### config.mk
export PLATFORM = sky130hd
export DESIGN_NAME = part_cmp_top
export DESIGN_NICKNAME = d
export VERILOG_FILES = /design/src/rtl/cmp_pkg.sv /design/src/rtl/cmp_lane_flags.sv /design/src/rtl/cmp_op_decode.sv /design/src/rtl/cmp_chain.sv /design/src/rtl/part_cmp_top.sv
export SDC_FILE = /design/constraint.sdc
export NUM_CORES = 1
export LEC_CHECK = 0
export BUFFER_PORTS_ARGS = -buffer_cell sky130_fd_sc_hd__buf_2
export CORE_UTILIZATION = 40
export DETAILED_ROUTE_END_ITERATION = 10
export PLACE_DENSITY = 0.81
export SETUP_SLACK_MARGIN = 0.5
export SYNTH_ARGS = -nofsm -noshare
export SYNTH_HDL_FRONTEND = slang
export SYNTH_HIERARCHICAL = 1
export SYNTH_SLANG_ARGS = --single-unit
export TNS_END_PERCENT = 5
### constraint.sdc
create_clock -name vclk -period 1.5
set_input_delay 0.225 -clock vclk [all_inputs]
set_output_delay 0.225 -clock vclk [all_outputs]
set_load 0.02 [all_outputs]
### src/rtl/cmp_pkg.sv
package cmp_pkg;

   typedef enum logic [1:0] {
      OP_EQ   = 2'b00,
      OP_GT   = 2'b01,
      OP_GE   = 2'b10,
      OP_NONE = 2'b11
   } cmp_op_e;

   typedef struct packed {
      logic valid;    // opcode selects a real comparison
      logic inject;   // constant entering the bottom of each element
      logic gt_en;    // greater-than flags take part in the chain
   } chain_ctl_t;

endpackage

### src/rtl/cmp_lane_flags.sv
module cmp_lane_flags #(
   parameter int LANES  = 3,
   parameter int LANE_W = 8,
   localparam int TOTAL_W = LANES * LANE_W
) (
   input  logic [TOTAL_W-1:0] a,
   input  logic [TOTAL_W-1:0] b,
   output logic [LANES-1:0]   lane_eq,
   output logic [LANES-1:0]   lane_gt
);

   for (genvar i = 0; i < LANES; i++) begin : g_lane
      assign lane_eq[i] = (a[i*LANE_W +: LANE_W] == b[i*LANE_W +: LANE_W]);
      assign lane_gt[i] = (a[i*LANE_W +: LANE_W] >  b[i*LANE_W +: LANE_W]);

      // A lane cannot be both equal and larger (feeds R2/R3 chaining)
      always_comb begin
         assert_flags_exclusive_R2: assert (!(lane_eq[i] && lane_gt[i]))
            else $error("lane %0d flagged both equal and greater", i);
      end
   end

endmodule

### src/rtl/cmp_op_decode.sv
module cmp_op_decode
   import cmp_pkg::*;
(
   input  logic [1:0]  opcode,
   output chain_ctl_t  ctl
);

   always_comb begin
      ctl = '{valid: 1'b0, inject: 1'b0, gt_en: 1'b0};
      unique case (cmp_op_e'(opcode))
         OP_EQ:   ctl = '{valid: 1'b1, inject: 1'b1, gt_en: 1'b0};
         OP_GT:   ctl = '{valid: 1'b1, inject: 1'b0, gt_en: 1'b1};
         OP_GE:   ctl = '{valid: 1'b1, inject: 1'b1, gt_en: 1'b1};
         default: ctl = '{valid: 1'b0, inject: 1'b0, gt_en: 1'b0};
      endcase
   end

endmodule

### src/rtl/cmp_chain.sv
module cmp_chain
   import cmp_pkg::*;
#(
   parameter int LANES = 3
) (
   input  chain_ctl_t       ctl,
   input  logic [LANES-1:0] lane_eq,
   input  logic [LANES-1:0] lane_gt,
   input  logic [LANES-2:0] gate,
   output logic [LANES-1:0] result
);

   // Ripple from the lowest lane of each element up to its top lane:
   // acc = gt & en | eq & (lane below, or injected constant at the bottom)
   for (genvar i = 0; i < LANES; i++) begin : g_node
      logic is_low;
      logic is_top;
      logic below;
      logic acc;

      if (i == 0) begin : g_first
         assign is_low = 1'b1;
         assign below  = ctl.inject;
      end else begin : g_rest
         assign is_low = gate[i-1];
         assign below  = is_low ? ctl.inject : g_node[i-1].acc;
      end

      if (i == LANES - 1) begin : g_last
         assign is_top = 1'b1;
      end else begin : g_inner
         assign is_top = gate[i];
      end

      assign acc       = (lane_gt[i] & ctl.gt_en) | (lane_eq[i] & below);
      assign result[i] = ctl.valid & is_top & acc;
   end

endmodule

### src/rtl/part_cmp_top.sv
module part_cmp_top
   import cmp_pkg::*;
#(
   parameter int LANES  = 3,
   parameter int LANE_W = 8,
   localparam int TOTAL_W = LANES * LANE_W
) (
   input  logic [TOTAL_W-1:0] a,
   input  logic [TOTAL_W-1:0] b,
   input  logic [LANES-2:0]   gate,
   input  logic [1:0]         opcode,
   output logic [LANES-1:0]   result
);

   if (LANES < 2) begin : g_bad_lanes
      $error("part_cmp_top: LANES must be at least 2");
   end
   if (LANE_W < 1) begin : g_bad_width
      $error("part_cmp_top: LANE_W must be at least 1");
   end

   logic [LANES-1:0] lane_eq;
   logic [LANES-1:0] lane_gt;
   chain_ctl_t       ctl;

   cmp_lane_flags #(.LANES(LANES), .LANE_W(LANE_W)) u_flags (
      .a       (a),
      .b       (b),
      .lane_eq (lane_eq),
      .lane_gt (lane_gt)
   );

   cmp_op_decode u_decode (
      .opcode (opcode),
      .ctl    (ctl)
   );

   cmp_chain #(.LANES(LANES)) u_chain (
      .ctl     (ctl),
      .lane_eq (lane_eq),
      .lane_gt (lane_gt),
      .gate    (gate),
      .result  (result)
   );

   // Port-level checks on the result vector
   always_comb begin
      // the unused opcode produces no result
      if (opcode == 2'b11) begin
         assert_idle_op_R4: assert (result == '0)
            else $error("opcode 11 gave result %b", result);
      end
      // a joined boundary keeps the lower lane's bit low
      for (int i = 0; i < LANES - 1; i++) begin
         if (!gate[i]) begin
            assert_lower_quiet_R6: assert (!result[i])
               else $error("lane %0d below a joined boundary is high", i);
         end
      end
      // whole-width greater-than lands on the top bit
      if (gate == '0 && opcode == 2'b01) begin
         assert_full_gt_R7: assert (result[LANES-1] == (a > b))
            else $error("full-width greater-than wrong");
      end
      // fully split equality is a per-lane compare
      if (&gate && opcode == 2'b00) begin
         for (int i = 0; i < LANES; i++) begin
            assert_split_eq_R8: assert (result[i] ==
               (a[i*LANE_W +: LANE_W] == b[i*LANE_W +: LANE_W]))
               else $error("split equality wrong at lane %0d", i);
         end
      end
   end

endmodule

==> key figures, run 1 <==
Die
  – Die Wd: 46.9 um
  – Die ar.: 2200 sq um
  – Core area: 1800 sq um
  – Initial core utilization: 44.7%
  – Die H: 46.9 um
  – Top-Level Pins: 55
  – Core Rows: 15

STA
  – Actual slew at the worst max-slew pin: 0.187 ns
  – Final Worst Setup Slack: -0.391 ns
  – Max frequency: 529 MHz
  – Crit path time final: 1.89 ns
  – Setup TNS: -0.955 ns
  – Final setup vio count: 3
  – Final Max Slew Viols: 0
  – RSZ-0062 raised after global routing: true
  – Max-slew headroom: 87.4%
  – Part of the cycle the worst path needs: 126%
  – Hold Fails Final Rpt: 0
  – Hold Slack: 0.814 ns

GRT
  – First-pass GRT wire length: 3.22 mm
  – Vias in the first global route: 858
  – Total grt overflow: 0
  – Total track usage: 19.5%
  – Antenna violations before repair: 0
  – Largest net degree at the start of global routing: 6

Power and ir drop
  – Pwr dens: 279 nW/um^2
  – LEAKAGE: 0.710 nW
  – Total power: 0.348 mW
  – Peak VDD IR: 0.000163 V

Min path
  – Hold path cells: 4
  – Hold crit path type: input pin to primary output

Critical path
  – Slowest stage cell, crit path: ha_1
  – Critical Path Start Type: input pin
  – Setup crit end kind: primary output
  – Crit-path cells: buf_2 -> ha_1 -> a21oi_1 -> o21ai_0 -> o22a_1 -> o21ai_1 -> nand4b_1 -> and3_4 -> buf_6
  – Worst Path Arrival: 1.67 ns
  – CP max stage delay: 0.31 ns
  – WP data required: 1.27 ns
  – Levels on crit path: 9
  – Crit-path max FO: 2
  – Cell family with most CP delay: compound AO/OA/AOI/OAI gates
  – Worst Path Buf+Inv: 2
  – Kind of critical path: input pin to primary output

Final layout
  – Seq_cells: 0
  – Fin cells: 186
  – CLK BUF: 0
  – Synthesis-to-finish area growth: 55.0%
  – Fin util: 69.3%
  – Multi-input logic area: 798 sq um
  – Nets@finish: 242
  – Post-route design area: 1250 sq um
  – Fraction of layout cells with a size suffix above 1: 50.9%
  – Reg area: 0 sq um
  – Fillers: 155
  – Ant. Diodes: 0

Logic synthesis
  – Largest cells by area after synthesis: ha_1 42%, inv_1 13%, o211ai_2 6.2%
  – Simple-gate share of the synthesized area: 20.7%
  – Netlist Area Pre-Place: 806 sq um
  – Synth Area per Inst: 7.75 sq um
  – Synthesis Warnings: 6
  – Syn nets: 183
  – Adder-cell share of the synthesized area: 41.9%
  – Synth cell types: 19
  – Sequential share of the synthesized area: 0%
  – Top cells by count, synth: 27 x ha_1, 27 x inv_1, 9 x a21oi_1
  – Syn Inst Count: 104
  – Synth Area in Compound Gates: 24.8%
  – XOR/XNOR share of the synthesized area: 0%
  – Mux share of post-synthesis cell area: 0%
  – Top-area cell type share of the netlist area: 41.9%
  – Largest family of logic cells by synthesized area: adder cells
  – Yosys top cell by area: ha_1

Placement
  – Port bufs: 55
  – DP Wirelength: 1.71 mm
  – Placer Congestion: 0.754
  – Cell count after placement: 184
  – Pre-CTS WS: -0.433 ns
  – Dpl cell area: 1120 sq um

Route
  – 1st-iter DRT viols: 11
  – DRT antenna net count: 0
  – Detailed Route WL: 2.08 mm
  – Via density per instance: 5.06
  – Routed via count: 941
  – Detailed Routing Iterations Pass 1: 4
  – DRC: 0
  – Avg WL per Cell: 11.2 um

Clock network
  – Post-CTS Hold Fix Bufs: 0

Outcome
  – Outcome: finished with violations
  – Failing checks: negative setup slack

Run
  – Max_cap viols: 0
-- layout make-up --
class,count,share of cell area (%)
Inverter,27,8.32
Multi-Input combinational cell,77,63.9
Tap cell,25,2.51
Timing Repair Buffer,57,25.3
-- kinds of logic (layout without fill, tap and decap cells) --
kind of cell | after synthesis | after routing
compound gates | 27 | 27
fa+ha+maj | 27 | 27
buf+inv | 27 | 84
simple gates | 23 | 23
-- repair_timing --
action / in CTS / in global routing
setup endpoints to repair: 3 / 3
buffers inserted: 1 / 1
resized for setup: 15 / 2
gates cloned: 0 / 0
pin swaps: 7 / 5
-- tightest hold or removal path: stages --
cell and delay [ns]:
buf_2 0.11, nand2_1 0.06, nor2_1 0.04, buf_2 0.15
-- per-layer routing --
metal,wire length [um],track usage (%),up-vias
met2,1130,40.6,41
li1,-,-,482
met4,9,2.29,0
met1,794,21.4,416
met3,140,1.54,2
met5,0,0,-
-- power breakdown --
part	switching [mW]	leakage (nW)	internal [mW]
registers	0	0	0
clock network	0	0	0
logic	0.159	0.710	0.189
-- path summary, 6_finish.rpt --
path,end,slack (ns),start
max,result[2],-0.39,a[13]
min,result[0],0.81,gate[0]
-- layout by cell type, fill, tap and decap left out, types with 4 or more instances in the layout --
cell type  synthesis  routed
buf_2              0      51
inv_1             27      25
ha_1              27      21
a21oi_1            9       7
nand2_1            6       6
ha_4               0       6
a21oi_2            3       5
o211ai_2           4       4
nor2_1             4       4
nand4_1            4       4
(Power assumes the default switching activity.)
==> inputs of run 2 (changes only) <==
--- a/config.mk
+++ b/config.mk
@@ -8,10 +8,9 @@
 export BUFFER_PORTS_ARGS = -buffer_cell sky130_fd_sc_hd__buf_2
 export CORE_UTILIZATION = 40
 export DETAILED_ROUTE_END_ITERATION = 10
-export PLACE_DENSITY = 0.81
+export PLACE_DENSITY = 0.82
 export SETUP_SLACK_MARGIN = 0.5
 export SYNTH_ARGS = -nofsm -noshare
 export SYNTH_HDL_FRONTEND = slang
-export SYNTH_HIERARCHICAL = 1
 export SYNTH_SLANG_ARGS = --single-unit
 export TNS_END_PERCENT = 5
==> key figures, run 2 <==
GRT
  – Largest net degree at the start of global routing: 5
  – Total track usage: 22.1%
  – First-pass GRT wire length: 3.52 mm
  – Antenna violations before repair: 0
  – Total grt overflow: 0
  – Vias in the first global route: 941

Logic synthesis
  – Netlist Area Pre-Place: 776 sq um
  – Yosys top cell by area: ha_1
  – Sequential share of the synthesized area: 0%
  – Synthesis Warnings: 0
  – Syn Inst Count: 109
  – Top-area cell type share of the netlist area: 43.5%
  – Synth cell types: 25
  – Largest cells by area after synthesis: ha_1 44%, inv_1 13%, a21oi_1 9.7%
  – Syn nets: 188
  – Synth Area per Inst: 7.12 sq um
  – Top cells by count, synth: 27 x ha_1, 27 x inv_1, 15 x a21oi_1

Final layout
  – CLK BUF: 0
  – Ant. Diodes: 0
  – Fraction of layout cells with a size suffix above 1: 55.4%
  – Fin util: 79.1%
  – Commonest non-fill, non-tap cell in the layout: buf_2
  – Synthesis-to-finish area growth: 80.0%
  – Post-route design area: 1400 sq um
  – Nets@finish: 258
  – Reg area: 0 sq um
  – Seq_cells: 0
  – Most frequent cells in the layout: 47 x buf_2, 18 x inv_1, 18 x buf_4

STA
  – Crit path time final: 2.09 ns
  – Max frequency: 478 MHz
  – Final Max Slew Viols: 0
  – Hold Fails Final Rpt: 0
  – RSZ-0062 raised after global routing: true
  – Actual slew at the worst max-slew pin: 0.280 ns
  – Part of the cycle the worst path needs: 140%
  – Final Worst Setup Slack: -0.594 ns
  – Hold Slack: 0.844 ns
  – Setup TNS: -1.40 ns
  – Max-slew headroom: 81.3%
  – Final setup vio count: 3

Placement
  – Placer Congestion: 0.764
  – DP Wirelength: 1.94 mm
  – Pre-CTS WS: -0.715 ns
  – Dpl cell area: 1310 sq um
  – Port bufs: 55

Die
  – Initial core utilization: 44.0%
  – Die Wd: 46.0 um
  – Core Rows: 15
  – Die H: 46.0 um
  – Top-Level Pins: 55
  – Core area: 1760 sq um
  – Die ar.: 2120 sq um

Min path
  – Hold crit path type: input pin to primary output
  – Hold Crit Start: gate[1]

Critical path
  – Critical Path Start Type: input pin
  – Cell family with most CP delay: compound AO/OA/AOI/OAI gates
  – WP data required: 1.27 ns
  – Setup crit end kind: primary output
  – Kind of critical path: input pin to primary output
  – Crit-path cells: buf_6 -> inv_12 -> ha_4 -> nand4_1 -> nor2_2 -> or2_1 -> a21oi_1 -> o21a_1 -> a2111oi_4 -> buf_4
  – Slowest stage cell, crit path: a2111oi_4
  – Levels on crit path: 10
  – CP max stage delay: 0.35 ns
  – Worst Path Buf+Inv: 3
  – Crit-path max FO: 2
  – Worst Path Arrival: 1.87 ns
  – Worst Setup EP: result[2]
  – CP startpoint: b[6]

Route
  – Detailed Routing Iterations Pass 1: 4
  – DRT antenna net count: 0
  – Routed via count: 998
  – Detailed Route WL: 2.38 mm
  – 1st-iter DRT viols: 11
  – Via density per instance: 4.94
  – Avg WL per Cell: 11.8 um
  – DRC: 0

Power and ir drop
  – Gate power share: 100.0%
  – Switching share of total power: 46.7%
  – Clock share of power: 0%
  – LEAKAGE: 0.762 nW
  – Pwr dens: 267 nW/um^2
  – NetSw: 0.174 mW
  – Int Pwr: 0.198 mW
  – Peak VDD IR: 0.000164 V
  – Seq pwr share: 0%

Outcome
  – Outcome: finished with violations
  – Failing checks: negative setup slack

Run
  – Max_cap viols: 0
==> run 2: changes by cell type after synthesis, moves of 3 or more <==
cell / before / now
a21oi_1: 9 / 15
o211ai_2: 4 / 0
nor2b_1: 0 / 3
nor2b_4: 3 / 0
o22a_1: 3 / 0
==> run 2: power by group through the flow <==
| stage | Combinational [mW] | Clock [mW] | Sequential, mW |
|---|---|---|---|
| 2_1_floorplan | 0.190 | 0 | 0 |
| 3_3_place_gp | 0.320 | 0 | 0 |
| 3_5_place_dp | 0.338 | 0 | 0 |
| 4_1_cts | 0.361 | 0 | 0 |
| 5_1_grt | 0.411 | 0 | 0 |
| 6_report | 0.372 | 0 | 0 |
==> run 2: cell type report <==
class	count	area, sq um
multi-input combinational	81	828
fill	140	368
tap	25	31.3
inverter	28	133
timing repair buffer	68	404
==> run 2: kinds of logic (layout without fill, tap and decap cells) <==
kind of cell / Yosys count / count (layout) / synth area share, %
simple gates: 27 / 27 / 20.6
buf+inv: 28 / 96 / 13.5
fa+ha+maj: 27 / 27 / 43.5
compound gates: 27 / 27 / 22.3
==> run 2: repair_timing <==
item,in CTS,in global routing
pin swaps,5,1
buffers inserted,3,0
endpoints found under the setup margin,3,3
gates resized for setup,12,3
hold buffers,0,0
==> run 2: per-stage QoR <==
step	instances	total power [mW]
after CTS	202	0.361
after global routing	202	0.411
after detailed placement	199	0.338
after floorplan	109	0.190
after global placement	199	0.320
final	202	0.372
==> run 2: metal layers <==
| metal | up-vias | track usage (%) | part of all wire, % | routed length [um] |
|---|---|---|---|---|
| li1 | 512 | - | - | - |
| met1 | 447 | 20.9 | 38 | 914 |
| met2 | 37 | 50.7 | 57 | 1350 |
| met3 | 2 | 1.19 | 4.1 | 97 |
| met4 | 0 | 1.18 | 0.63 | 15 |
| met5 | - | 0 | 0 | 0 |
==> run 2: how the worst min path moves through the flow <==
stage	slack [ns]	depth (start not counted)	to
floorplan	0.60	2	result[1]
global placement	0.83	4	result[1]
detailed placement	0.82	4	result[1]
CTS	0.82	4	result[1]
global route	0.86	4	result[1]
finish	0.84	4	result[1]
